$ cat config.mk
export PLATFORM = sky130hd
export DESIGN_NAME = servo_pwm3
export DESIGN_NICKNAME = d
export VERILOG_FILES = /design/src/rtl/servo_pwm_pkg.sv /design/src/rtl/servo_pwm_carrier.sv /design/src/rtl/servo_pwm_sample_hold.sv /design/src/rtl/servo_pwm_level_fsm.sv /design/src/rtl/servo_pwm3.sv
export SDC_FILE = /design/constraint.sdc
export NUM_CORES = 1
export LEC_CHECK = 0
export ABC_CLOCK_PERIOD_IN_PS = 11600
export BUFFER_PORTS_ARGS = -buffer_cell sky130_fd_sc_hd__buf_2
export CAP_MARGIN = 20
export CORE_MARGIN = 2
export CORE_UTILIZATION = 45
export CTS_CLUSTER_SIZE = 16
export DETAILED_ROUTE_END_ITERATION = 8
export PLACE_DENSITY = 0.69
export SYNTH_ARGS = -nofsm -noshare
export SYNTH_HDL_FRONTEND = slang
export SYNTH_HIERARCHICAL = 1
export SYNTH_SLANG_ARGS = --single-unit
$ cat constraint.sdc
create_clock -name clk -period 11.6 [get_ports clk]
set_input_delay 2.32 -clock clk [delete_from_list [all_inputs] [get_ports clk]]
set_output_delay 2.32 -clock clk [all_outputs]
set_load 0.01 [all_outputs]
$ cat src/rtl/servo_pwm_pkg.sv
package servo_pwm_pkg;

    // Registered output level of the generator
    typedef enum logic [2:0] {
        LV_MID  = 3'd0,
        LV_HIGH = 3'd1,
        LV_LOW  = 3'd2,
        PP_HIGH = 3'd3,
        PP_LOW  = 3'd4
    } lvl_state_e;

endpackage

$ cat src/rtl/servo_pwm_carrier.sv
module servo_pwm_carrier #(
    parameter int PERIOD = 192,
    parameter int CNT_W  = $clog2(PERIOD)
) (
    input  logic             clk,
    input  logic             rst_n,
    output logic [CNT_W-1:0] cnt_q,
    output logic [CNT_W-1:0] cnt_d,
    output logic             last_o
);
    localparam logic [CNT_W-1:0] LAST = CNT_W'(PERIOD - 1);

    always_comb begin
        last_o = (cnt_q == LAST);
        cnt_d  = last_o ? '0 : cnt_q + 1'b1;
    end

    always_ff @(posedge clk or negedge rst_n) begin
        if (!rst_n) cnt_q <= '0;
        else        cnt_q <= cnt_d;
    end
endmodule

$ cat src/rtl/servo_pwm_sample_hold.sv
module servo_pwm_sample_hold #(
    parameter int DATA_W = 8
) (
    input  logic                     clk,
    input  logic                     rst_n,
    input  logic signed [DATA_W-1:0] samp_i,
    input  logic                     samp_vld_i,
    input  logic                     wrap_i,
    output logic signed [DATA_W-1:0] act_q,
    output logic signed [DATA_W-1:0] act_d
);
    localparam logic signed [DATA_W-1:0] MOST_NEG = {1'b1, {(DATA_W-1){1'b0}}};
    localparam logic signed [DATA_W-1:0] SAT_NEG  = MOST_NEG + 1'b1;

    logic signed [DATA_W-1:0] pend_q, pend_d, sat_v;

    always_comb begin
        sat_v  = (samp_i == MOST_NEG) ? SAT_NEG : samp_i;
        pend_d = samp_vld_i ? sat_v : pend_q;
        act_d  = wrap_i ? pend_d : act_q;
    end

    always_ff @(posedge clk or negedge rst_n) begin
        if (!rst_n) begin
            pend_q <= '0;
            act_q  <= '0;
        end else begin
            pend_q <= pend_d;
            act_q  <= act_d;
        end
    end
endmodule

$ cat src/rtl/servo_pwm_level_fsm.sv
module servo_pwm_level_fsm
    import servo_pwm_pkg::*;
#(
    parameter int DATA_W = 8,
    parameter int PERIOD = 192,
    parameter int CNT_W  = $clog2(PERIOD)
) (
    input  logic                     clk,
    input  logic                     rst_n,
    input  logic [CNT_W-1:0]         cnt_d,
    input  logic signed [DATA_W-1:0] act_d,
    input  logic                     mode2_n_i,
    output logic                     drv_hi_o,
    output logic                     drv_lo_o,
    output logic                     drv_oe_o,
    output logic                     pwm2_o
);
    localparam int PROD_W = DATA_W + $clog2(PERIOD + 1);

    lvl_state_e state_q, state_d;
    logic [PROD_W-1:0] off_w, thr_w, cnt_w, mag_w;
    logic signed [DATA_W-1:0] mag_v;
    logic act_neg;

    // next-state selection from the next position and next active value
    always_comb begin
        act_neg = act_d[DATA_W-1];
        off_w   = PROD_W'({~act_d[DATA_W-1], act_d[DATA_W-2:0]});
        thr_w   = (off_w * PROD_W'(PERIOD)) >> DATA_W;
        mag_v   = act_neg ? -act_d : act_d;
        mag_w   = PROD_W'($unsigned(mag_v));
        cnt_w   = PROD_W'(cnt_d);
        if (!mode2_n_i)
            state_d = (cnt_w < thr_w) ? PP_HIGH : PP_LOW;
        else if (cnt_w < mag_w)
            state_d = act_neg ? LV_LOW : LV_HIGH;
        else
            state_d = LV_MID;
    end

    always_ff @(posedge clk or negedge rst_n) begin
        if (!rst_n) state_q <= LV_MID;
        else        state_q <= state_d;
    end

    always_comb begin
        drv_hi_o = 1'b0;
        drv_lo_o = 1'b0;
        drv_oe_o = 1'b0;
        pwm2_o   = 1'b0;
        unique case (state_q)
            LV_MID:  ;
            LV_HIGH: begin drv_oe_o = 1'b1; drv_hi_o = 1'b1; end
            LV_LOW:  begin drv_oe_o = 1'b1; drv_lo_o = 1'b1; end
            PP_HIGH: pwm2_o = 1'b1;
            PP_LOW:  ;
            default: ;
        endcase
    end
endmodule

$ cat src/rtl/servo_pwm3.sv
module servo_pwm3 #(
    parameter int DATA_W = 8,
    parameter int PERIOD = 192
) (
    input  logic              clk,
    input  logic              rst_n,
    input  logic [DATA_W-1:0] samp_i,
    input  logic              samp_vld_i,
    input  logic              mode2_n_i,
    output logic              drv_hi_o,
    output logic              drv_lo_o,
    output logic              drv_oe_o,
    output logic              pwm2_o
);
    localparam int CNT_W = $clog2(PERIOD);

    logic [CNT_W-1:0]         phase_q, phase_d;
    logic                     wrap;
    logic signed [DATA_W-1:0] act_q, act_d;

    servo_pwm_carrier #(.PERIOD(PERIOD), .CNT_W(CNT_W)) u_carrier (
        .clk(clk), .rst_n(rst_n),
        .cnt_q(phase_q), .cnt_d(phase_d), .last_o(wrap)
    );

    servo_pwm_sample_hold #(.DATA_W(DATA_W)) u_hold (
        .clk(clk), .rst_n(rst_n),
        .samp_i($signed(samp_i)), .samp_vld_i(samp_vld_i), .wrap_i(wrap),
        .act_q(act_q), .act_d(act_d)
    );

    servo_pwm_level_fsm #(.DATA_W(DATA_W), .PERIOD(PERIOD), .CNT_W(CNT_W)) u_fsm (
        .clk(clk), .rst_n(rst_n),
        .cnt_d(phase_d), .act_d(act_d), .mode2_n_i(mode2_n_i),
        .drv_hi_o(drv_hi_o), .drv_lo_o(drv_lo_o),
        .drv_oe_o(drv_oe_o), .pwm2_o(pwm2_o)
    );
endmodule

# == After elaboration in Yosys (flattened, before gate mapping) ==
# Cells that the tools add are included.
# totals
ff_bits,27
in_bits,12
out_inout_bits,4
wordCells,29
# op_classes
addsub,2
multipliers,1
magnitude_cmp,2
n_eq_ne,5
mux,13
bitwise,1
n_reduce_logical,1
# ops
cell,count
two-way mux 8 bit,5
"equality test 8 bit, second input constant",2
less-than comparator 8 bit,2
"multiplier 8 x 2 -> 10 bit, second input constant",1
two-way mux 3 bit,3
"adder 8 x 1 -> 8 bit, second input constant",1
negation 8 bit,1
"equality test 3 x 2 -> 1 bit, second input constant",2
two-way mux 1 bit,4
"equality test 3 x 1 -> 1 bit, second input constant",1
two-way mux 2 bit,1
OR reduction 2 bit,1
NOT 1 bit,1

# == Logic depth before layout (Yosys ltp) ==
# Gate-level depths: netlist (run 1).
# logic_depth
word_depth,9
mapped_depth,20
mapped_depth_nobuf,19

# == Cells and area by module ==
# Netlist (run 1), hierarchy kept.
# by_module_without_submodules
module,instances,cells_each,area_per_inst_um2
servo_pwm_level_fsm,1,121,969.7
servo_pwm_sample_hold,1,41,675.6
servo_pwm_carrier,1,32,352.8

# == Worst setup path before layout (run 1) ==
# No wires, ideal clock.
# synth_timing
path_type,input port to flip-flop
from,input port samp_i[1]
to,register u_fsm.state_q[1]
setup_time_ns,0.120
t_arrival_ns,5.112
required_time_ns,11.480
setup_slack_ns,6.368
stages,16
path_buffers,0
cell_sequence,nor4b_1 > a21oi_1 > a21oi_1 > ha_1 > inv_1 > fa_1 > nor2b_4 > o21ai_2 > a21boi_1 > o211a_1 > a211oi_1 > ha_1 > nand4_1 > a211oi_1 > nor3_1 > a31o_2
# synth_via
elab_chain_len,9
word_cells_on_any_way,14
cone_classes,add/sub (1); mul (1); order compare (2); eq/ne (1); mux (8); bitwise (1)
# synth_rtl
element,line,rtl
start: declaration,servo_pwm3.sv:7,"input logic [DATA_W-1:0] samp_i,"
equality test 8 bit (*),servo_pwm_sample_hold.sv:18,sat_v = (samp_i == MOST_NEG) ? SAT_NEG : samp_i;
two-way mux 8 bit (*),servo_pwm_sample_hold.sv:18,
two-way mux 8 bit (*),servo_pwm_sample_hold.sv:19,pend_d = samp_vld_i ? sat_v : pend_q;
two-way mux 8 bit (*),servo_pwm_sample_hold.sv:20,act_d = wrap_i ? pend_d : act_q;
named net act_d[0],servo_pwm3.sv:19,"logic signed [DATA_W-1:0] act_q, act_d;"
branches (longest 4 deep; another with multiplier 8 x 2 -> 10 bit),-,
two-way mux 3 bit (*),servo_pwm_level_fsm.sv:33,if (!mode2_n_i)
named net u_fsm.state_d[1],servo_pwm_level_fsm.sv:20,"lvl_state_e state_q, state_d;"
end signal: assignment,servo_pwm_level_fsm.sv:43,else state_q <= state_d;
end: declaration,servo_pwm_level_fsm.sv:20,
# Mark *: on every way through the listed nets, which the timed path passes.

# == Final worst setup path (run 1) ==
# Same ends and word-level chain as after synthesis.

==> results of run 1 <==
==> layer usage <==
metal / up-vias / global-route usage, % / wire length (um)
li1: 717 / - / -
met1: 652 / 20.3 / 1680
met2: 7 / 25.9 / 1630
met3: 7 / 2.42 / 27
met4: 0 / 4.61 / 53
met5: - / 0 / 0
==> layout by cell type, fill, tap and decap left out, types with 2 or more instances in the layout <==
cell type / n
nor2b_1: 2
a21oi_2: 2
clkbuf_8: 3
mux2_4: 14
a31oi_1: 2
nand2_1: 8
nor3_1: 3
nand3_1: 10
ha_1: 30
nand4_1: 3
o21ai_0: 8
dfrtp_1: 27
nand2b_1: 4
or4_1: 2
a21o_1: 2
a21oi_1: 7
a211oi_1: 2
buf_2: 15
xor2_1: 4
xnor2_1: 9
nor2_1: 19
o211ai_1: 2
inv_1: 13
==> logic make-up (layout without fill, tap and decap cells) <==
kind of cell    after synthesis  in the layout  synth area share, %
simple gates                 59             59                 15.3
compound gates               33             33                 10.9
fa+ha+maj                    31             31                 19.8
flops                        27             27                 33.8
buf+inv                      16             33                 3.51
mux                          15             15                 11.0
xor+xnor                     13             13                 5.70
==> flip-flops by register name, summed over array words and instances (netlist names) <==
register,flops
u_hold/pend_q,8
u_fsm/state_q,3
u_carrier/cnt_q,8
u_hold/act_q,8
==> path summary, 6_finish.rpt <==
kind / start / end / slack [ns] / cells past startpoint
worst max-delay path: samp_i[1] / u_fsm/state_q[1] / 6.26 / 17
worst min-delay path: u_hold/pend_q[3] / u_hold/pend_q[3] / 0.50 / 1
worst max register to register: u_carrier/cnt_q[0] / u_fsm/state_q[1] / 7.38 / 20
worst min register to register: u_hold/pend_q[3] / u_hold/pend_q[3] / 0.50 / 1
max in group asynchronous: rst_n / u_carrier/cnt_q[0] / 9.20 / 1
min in group asynchronous: rst_n / u_carrier/cnt_q[1] / 2.02 / 1
==> per-stage QoR <==
stage                     setup WS, ns  hold WS, ns
after floorplan                   6.37        0.462
after global placement            6.06        0.483
after detailed placement          5.95        0.484
after CTS                         6.24        0.508
after global routing              5.86        0.522
final                             6.26        0.503
==> report_power, final <==
part           total [mW]  internal, mW  switching (mW)
Sequential         0.0981        0.0971        0.000994
Combinational      0.0129       0.00668         0.00625
Clock              0.0548        0.0252          0.0296
Total               0.166         0.129          0.0369
==> layout make-up <==
class                   count  area share, %
multi-input cells         151           57.7
well taps                  52           2.99
clock inverters             1          0.402
flip-flops and latches     27           31.0
inverters                  13           2.24
repair buffers             16           3.79
clock buffers               3           1.89
==> impl_metrics.csv, run 1 <==
group,metric,value,unit
layout,area_growth,9.08,%
job,max_cap_violations,0,
yosys,synth_area,2000,um2
sta,tightest_slew,0.558,ns
floorplanning,initial_utilization,46.2,%
place,hpwlAfterDp,2860,um
yosys,yosys-top-cells-count,"ha_1 (30), dfrtp_1 (27), nor2_1 (19)",
route,first_iter_violations,63,
layout,stdcell_count,263,
route,wl,3390,um
global_routing,grt.total_usage,15.3,%
layout,layout-drive-gt1-share,19.9,%
sta,rsz0062_at_grt,"no",
floorplanning,placeableCoreArea,4320,um2
floorplanning,die_area,4990,um2
worst_setup_path,arrival,5.51,ns
worst_setup_path,timing.critical_path.buf_inv,2,
worst_setup_path,path_cells,"buf_2, nor4b_1, a21oi_1, a21oi_1, ha_1, inv_1, fa_1, nor2b_4, o21ai_2, a21boi_1, o211a_1, a211oi_1, ha_1, nand4_1, a211oi_1, nor3_1, a31o_2",
clock_network,tritoncts,"built",
layout,seq_area,676,um2
yosys,synth_top_cell_area_share,33.8,%
global_routing,grt_overflow,0,
clock_network,postCtsSetupRepairBufs,0,
route,firstDrtPassIters,4,
global_routing,grt_pass1_vias,1421,
sta,tns,0,ns
worst_setup_path,slowest_stage,"fa_1",
place,dp.cells,259,
worst_setup_path,endpoint_kind,"register",
clock_network,clock_latency,0.28,ns
clock_network,ctsHoldBuffers,0,
yosys,synth_area_per_cell,10.3,um2
global_routing,grt_pass1_wl,6270,um
sta,skew,0.0117,ns
sta,finalCritPeriodShare,46.1,%
worst_setup_path,critical_path_class,"in2reg",
yosys,synth-edff-count,0,
sta,fin_crit,5.34,ns
sta,max_slew_margin,62.8,%
global_routing,grt_max_degree,28,
layout,nets,255,
sta,setup_viol,0,
clock_network,cts_root_buf,"clkbuf_8",
yosys,synth_ff_type,"dfrtp_1",
yosys,synthCells,194,
place,place_area,2130,um2
power,p_per_area,76.1,nW/um2
worst_setup_path,critPathRequiredTime,11.76,ns
clock_network,postCtsResizedCells,0,
place,port_buffers,15,
clock_network,htreeDepth,1,
clock_network,clock_path_buffers,2,
yosys,syn_nets,237,
yosys,ys_seq_area_share,33.8,%
sta,maxSlewViolCount,0,
power,power.leakage,1.00,nW
worst_setup_path,crit_family,"compound AO/OA/AOI/OAI gates",
worst_setup_path,cp-start-kind,"input port",
clock_network,cts_inserted_buffers,3,
layout,design_area,2180,um2
layout,final_util,50.4,%
clock_network,clk_pin_slew,0.10,ns
place,finalWeightedCongestion,0.758,
route,wl_per_cell,12.9,um
layout,fillCellCount,410,
floorplanning,io_pins,16,
floorplanning,core.rowCount,24,
outcome,status,"finished clean",
sta,hold_violations,0,
worst_setup_path,cp_max_fo,4,
worst_hold_path,hold_class,"reg2reg",
floorplanning,die_h,70.6,um
yosys,synth_area_leaders,"dfrtp_1 (34%), ha_1 (19%), mux2_4 (11%), xnor2_1 (3.9%), nor2_1 (3.6%)",
yosys,synth_cell_types,40,
layout,diodes,0,
worst_setup_path,slowest_delay,0.43,ns
floorplanning,dieWidth,70.6,um
yosys,synthArstFlopShare,100,%
clock_network,clkSinkCount,27,
route,num_vias,1383,
route,drt.antenna.violating_nets,0,
yosys,yosysWarningCount,6,
layout,multi_input_area,1260,um2
global_routing,antenna_found_initial,0,
power,vdd_drop_max,33.8,uV
route,drc,0,
yosys,synth.most_common_cell,"ha_1",
yosys,yosys_register_bits,27,
yosys,yosys.area.top_type,"dfrtp_1",
sta,fmax,0.187,GHz
power,finalPower,0.166,mW
route,vias_per_cell,5.26,
Power figures use the tool's default switching activity.
==> inputs of run 2 (changes only) <==
--- a/config.mk
+++ b/config.mk
@@ -5,7 +5,7 @@
 export SDC_FILE = /design/constraint.sdc
 export NUM_CORES = 1
 export LEC_CHECK = 0
-export ABC_CLOCK_PERIOD_IN_PS = 11600
+export ABC_CLOCK_PERIOD_IN_PS = 5450
 export BUFFER_PORTS_ARGS = -buffer_cell sky130_fd_sc_hd__buf_2
 export CAP_MARGIN = 20
 export CORE_MARGIN = 2
==> constraint.sdc (replaced) <==
create_clock -name clk -period 5.45 [get_ports clk]
set_input_delay 1.09 -clock clk [delete_from_list [all_inputs] [get_ports clk]]
set_output_delay 1.09 -clock clk [all_outputs]
set_load 0.01 [all_outputs]
==> run 2 against run 1 <==
Sequential share of layout area stayed put. Routed wire length increased by 0.83%. Largest cell class unchanged. Power increased by 110%.
==> impl_metrics.csv, run 2 (synthesized netlist as in run 1, its figures left out) <==
group,metric,value,unit
job,max_cap_violations,0,
worst_setup_path,cp_max_fo,8,
clock_network,postCtsSetupRepairBufs,0,
sta,fmax,0.222,GHz
floorplanning,placeableCoreArea,4320,um2
clock_network,cts_root_buf,"clkbuf_8",
worst_setup_path,critPathRequiredTime,5.61,ns
clock_network,clock_latency,0.27,ns
sta,hold_violations,0,
clock_network,postCtsResizedCells,0,
worst_setup_path,r2r_slack,0.95,ns
clock_network,cts_inserted_buffers,3,
worst_setup_path,critical_path_class,"reg2reg",
global_routing,grt_overflow,0,
place,port_buffers,15,
power,power.leakage,1.00,nW
floorplanning,core.rowCount,24,
clock_network,tritoncts,"built",
global_routing,grt.total_usage,15.4,%
place,hpwlAfterDp,2830,um
sta,tns,0,ns
place,dp.cells,259,
sta,tightest_slew,0.696,ns
sta,hold_ws,0.504,ns
sta,max_slew_margin,53.4,%
clock_network,clk_pin_slew,0.09,ns
layout,layout_commonest_cell,"ha_1",
route,num_vias,1403,
clock_network,ctsHoldBuffers,0,
floorplanning,die_h,70.6,um
layout,reg_top3,"u_carrier/cnt_q (8), u_hold/act_q (8), u_hold/pend_q (8)",
global_routing,grt_max_degree,28,
place,finalWeightedCongestion,0.783,
sta,maxSlewViolCount,0,
layout,area_growth,9.08,%
worst_setup_path,arrival,4.67,ns
route,wl,3420,um
sta,setup_viol,0,
global_routing,antenna_found_initial,0,
place,dp_slack,0.921,ns
floorplanning,die_area,4990,um2
worst_setup_path,cp-start-kind,"register",
floorplanning,initial_utilization,46.2,%
sta,finalCritPeriodShare,82.6,%
sta,setup_slack,0.947,ns
worst_setup_path,endpoint_kind,"register",
floorplanning,io_pins,16,
layout,nets,255,
sta,fin_crit,4.50,ns
clock_network,clkSinkCount,27,
route,drt.antenna.violating_nets,0,
place,place_area,2130,um2
layout,final_util,50.4,%
global_routing,grt_pass1_vias,1398,
route,wl_per_cell,13.0,um
power,p_per_area,161,nW/um2
outcome,status,"finished clean",
sta,rsz0062_at_grt,"no",
global_routing,grt_pass1_wl,6230,um
clock_network,clock_path_buffers,2,
route,firstDrtPassIters,6,
floorplanning,dieWidth,70.6,um
route,first_iter_violations,87,
layout,stdcell_count,263,
clock_network,htreeDepth,1,
route,vias_per_cell,5.33,
sta,skew,0.00523,ns
layout,layout-drive-gt1-share,19.9,%
route,drc,0,
worst_hold_path,hold_class,"reg2reg",
layout,layout_common_cells,"ha_1 (30), dfrtp_1 (27), nor2_1 (19), buf_2 (15), mux2_4 (14)",
layout,design_area,2180,um2
layout,diodes,0,
power,finalPower,0.351,mW
power,vdd_drop_max,102,uV
[run 2: path summary, 6_finish.rpt]
check,start,to,depth (start not counted)
hold reg to reg,u_hold/pend_q[3],u_hold/pend_q[3],1
setup reg to reg,u_carrier/cnt_q[0],u_fsm/state_q[1],19
min in group asynchronous,rst_n,u_fsm/state_q[0],1
setup / recovery,u_carrier/cnt_q[0],u_fsm/state_q[1],19
hold / removal,u_hold/pend_q[3],u_hold/pend_q[3],1
max in group asynchronous,rst_n,u_carrier/cnt_q[0],1
[run 2: where the power goes]
part	leakage [nW]	internal, mW	switching (mW)
sequential	0.334	0.207	0.00202
combinational	0.643	0.0142	0.0134
clock	0.0261	0.0535	0.0611
[run 2: area by class of cell]
cell class / instances / area [um2]
tap: 52 / 65.1
multi-input combinational: 151 / 1260
timing repair buffer: 16 / 82.6
clock buffer: 3 / 41.3
fill: 413 / 2140
clock inverter: 1 / 8.76
sequential: 27 / 676
inverter: 13 / 48.8
[run 2: per-layer routing]
metal	GRT usage [%]	wire length [um]	vias to the layer above
met5	0	0	-
met4	4.19	28	0
met3	2.28	42	2
met2	26.6	1680	8
met1	20.2	1670	672
li1	-	-	721
[run 2: critical path, stage by stage (launching register included)]
cell and delay [ns]:
dfrtp_1 0.40, ha_1 0.22, nand3_1 0.18, nor3_2 0.64
nor2_1 0.12, a21o_1 0.17, a21oi_1 0.27, ha_1 0.25
inv_1 0.06, fa_1 0.43, nor2b_4 0.13, o21ai_2 0.06
a21boi_1 0.23, o211a_1 0.16, a211oi_1 0.05, ha_1 0.33
nand4_1 0.10, a211oi_1 0.25, nor3_1 0.12, a31o_2 0.22
==> inputs of run 3 (changes only) <==
--- a/config.mk
+++ b/config.mk
@@ -5,7 +5,7 @@
 export SDC_FILE = /design/constraint.sdc
 export NUM_CORES = 1
 export LEC_CHECK = 0
-export ABC_CLOCK_PERIOD_IN_PS = 5450
+export ABC_CLOCK_PERIOD_IN_PS = 4700
 export BUFFER_PORTS_ARGS = -buffer_cell sky130_fd_sc_hd__buf_2
 export CAP_MARGIN = 20
 export CORE_MARGIN = 2
==> constraint.sdc (replaced) <==
create_clock -name clk -period 4.7 [get_ports clk]
set_input_delay 0.94 -clock clk [delete_from_list [all_inputs] [get_ports clk]]
set_output_delay 0.94 -clock clk [all_outputs]
set_load 0.01 [all_outputs]
==> run 3 against run 2 <==
Die area unchanged. Final cell count unchanged. Non-clock buffer count unchanged. Combinational power increased by 17%. Final area unchanged. Clock power increased by 17%. Setup slack got worse by 0.34 ns. Core utilization unchanged. Via count decreased by 3.5%. Register-to-register slack got worse by 0.34 ns. First-iteration DRC count decreased by 1.1%. Critical path type unchanged. Largest power group unchanged.
==> impl_metrics.csv, run 3 (synthesized netlist as in run 1, its figures left out) <==
group,metric,value,unit
outcome,status,"finished clean",
route,first_iter_violations,86,
layout,diodes,0,
sta,hold_ws,0.508,ns
sta,tightest_slew,0.576,ns
worst_setup_path,arrival,4.25,ns
place,finalWeightedCongestion,0.734,
floorplanning,initial_utilization,46.2,%
sta,tns,0,ns
clock_network,cts_inserted_buffers,3,
sta,maxSlewViolCount,0,
power,p_per_area,187,nW/um2
route,wl_per_cell,12.5,um
layout,design_area,2180,um2
clock_network,cts_root_buf,"clkbuf_8",
global_routing,grt_pass1_vias,1344,
sta,finalCritPeriodShare,87.2,%
worst_setup_path,cp_max_fo,11,
clock_network,htreeDepth,1,
power,switchingPower,0.0898,mW
power,vdd_drop_max,113,uV
power,power.share.clock,32.8,%
sta,setup_viol,0,
clock_network,postCtsResizedCells,0,
power,internal-power,0.318,mW
floorplanning,io_pins,16,
clock_network,clkSinkCount,27,
worst_setup_path,endpoint_kind,"register",
global_routing,grt_pass1_wl,5930,um
place,port_buffers,15,
global_routing,grt_overflow,0,
sta,skew,0.0156,ns
route,vias_per_cell,5.15,
place,dp.cells,259,
layout,final_util,50.4,%
clock_network,clk_pin_slew,0.10,ns
floorplanning,core.rowCount,24,
route,wl,3290,um
sta,fmax,0.244,GHz
worst_setup_path,rr_startpoint,"u_carrier/cnt_q[0]",
route,drt.antenna.violating_nets,0,
power,switching_share,22.0,%
power,comb_power_share,7.9,%
layout,layout-drive-gt1-share,19.9,%
worst_setup_path,cp-start-kind,"register",
layout,layout_commonest_cell,"ha_1",
worst_hold_path,min-delay-start,"u_hold/pend_q[4]",
clock_network,tritoncts,"built",
floorplanning,die_area,4990,um2
route,num_vias,1354,
global_routing,antenna_found_initial,0,
worst_setup_path,critPathRequiredTime,4.86,ns
worst_setup_path,crit_path_start,"u_carrier/cnt_q[0]",
sta,rsz0062_at_grt,"no",
worst_setup_path,critical_path_class,"reg2reg",
floorplanning,placeableCoreArea,4320,um2
worst_hold_path,hold_class,"reg2reg",
sta,max_slew_margin,61.6,%
clock_network,clock_latency,0.27,ns
power,seq_power_share,59.3,%
global_routing,grt_max_degree,28,
layout,area_growth,9.08,%
layout,reg_top3,"u_carrier/cnt_q (8), u_hold/act_q (8), u_hold/pend_q (8)",
clock_network,postCtsSetupRepairBufs,0,
clock_network,ctsHoldBuffers,0,
route,firstDrtPassIters,4,
place,place_area,2130,um2
floorplanning,dieWidth,70.6,um
sta,hold_violations,0,
place,hpwlAfterDp,2750,um
sta,fin_crit,4.10,ns
job,max_cap_violations,0,
layout,stdcell_count,263,
layout,nets,255,
global_routing,grt.total_usage,14.6,%
floorplanning,die_h,70.6,um
power,power.leakage,1.00,nW
clock_network,clock_path_buffers,2,
layout,layout_common_cells,"ha_1 (30), dfrtp_1 (27), nor2_1 (19), buf_2 (15), mux2_4 (14)",
route,drc,0,
## run 3: critical path, stage by stage, from the launching register on
cell	delay, ns
dfrtp_1	0.40
ha_1	0.22
nand3_1	0.19
nor3_2	0.31
buf_4	0.26
mux2_4	0.36
inv_1	0.13
ha_1	0.26
a21oi_2	0.17
o211ai_1	0.15
or3_1	0.34
a21oi_2	0.17
xnor2_1	0.08
ha_1	0.29
nand4_1	0.09
a211oi_1	0.24
nor3_1	0.11
a31o_2	0.22
## run 3: final timing paths
check                                endpoint  slack [ns]  depth (start not counted)
max                          u_fsm/state_q[1]        0.60                         17
min                          u_hold/pend_q[4]        0.51                          1
max reg2reg                  u_fsm/state_q[1]        0.60                         17
min reg2reg                  u_hold/pend_q[4]        0.51                          1
max in group asynchronous  u_carrier/cnt_q[0]        3.66                          1
min in group asynchronous    u_hold/pend_q[0]        0.65                          1
## run 3: routing by layer
layer | wire length (um) | GRT usage, % | vias up | part of all wire (%)
met4 | 36 | 3.77 | 0 | 1.1
met2 | 1590 | 25.1 | 6 | 48
met1 | 1640 | 19.3 | 625 | 50
met5 | 0 | 0 | - | 0
li1 | - | - | 721 | -
met3 | 26 | 2.28 | 2 | 0.79
## run 3: layout make-up
| type | instances | area, um2 |
|---|---|---|
| Inverter | 13 | 48.8 |
| Fill cell | 397 | 2140 |
| Timing Repair Buffer | 16 | 82.6 |
| Tap cell | 52 | 65.1 |
| Sequential cell | 27 | 676 |
| Multi-Input combinational cell | 151 | 1260 |
| Clock inverter | 1 | 8.76 |
| Clock buffer | 3 | 41.3 |
## run 3: power groups by stage
stage	combinational, mW	clock (mW)	sequential [mW]
4_1_cts	0.0330	0.138	0.242
5_1_grt	0.0366	0.146	0.243
6_report	0.0323	0.134	0.242
3_5_place_dp	0.0328	0	0.247
2_1_floorplan	0.0194	0	0.246
3_3_place_gp	0.0324	0	0.246
## run 3: metrics by stage
step	setup WS, ns	power (mW)
after floorplan	0.702	0.265
after global placement	0.523	0.279
after detailed placement	0.447	0.280
after CTS	0.595	0.413
after global routing	0.256	0.426
final	0.603	0.408
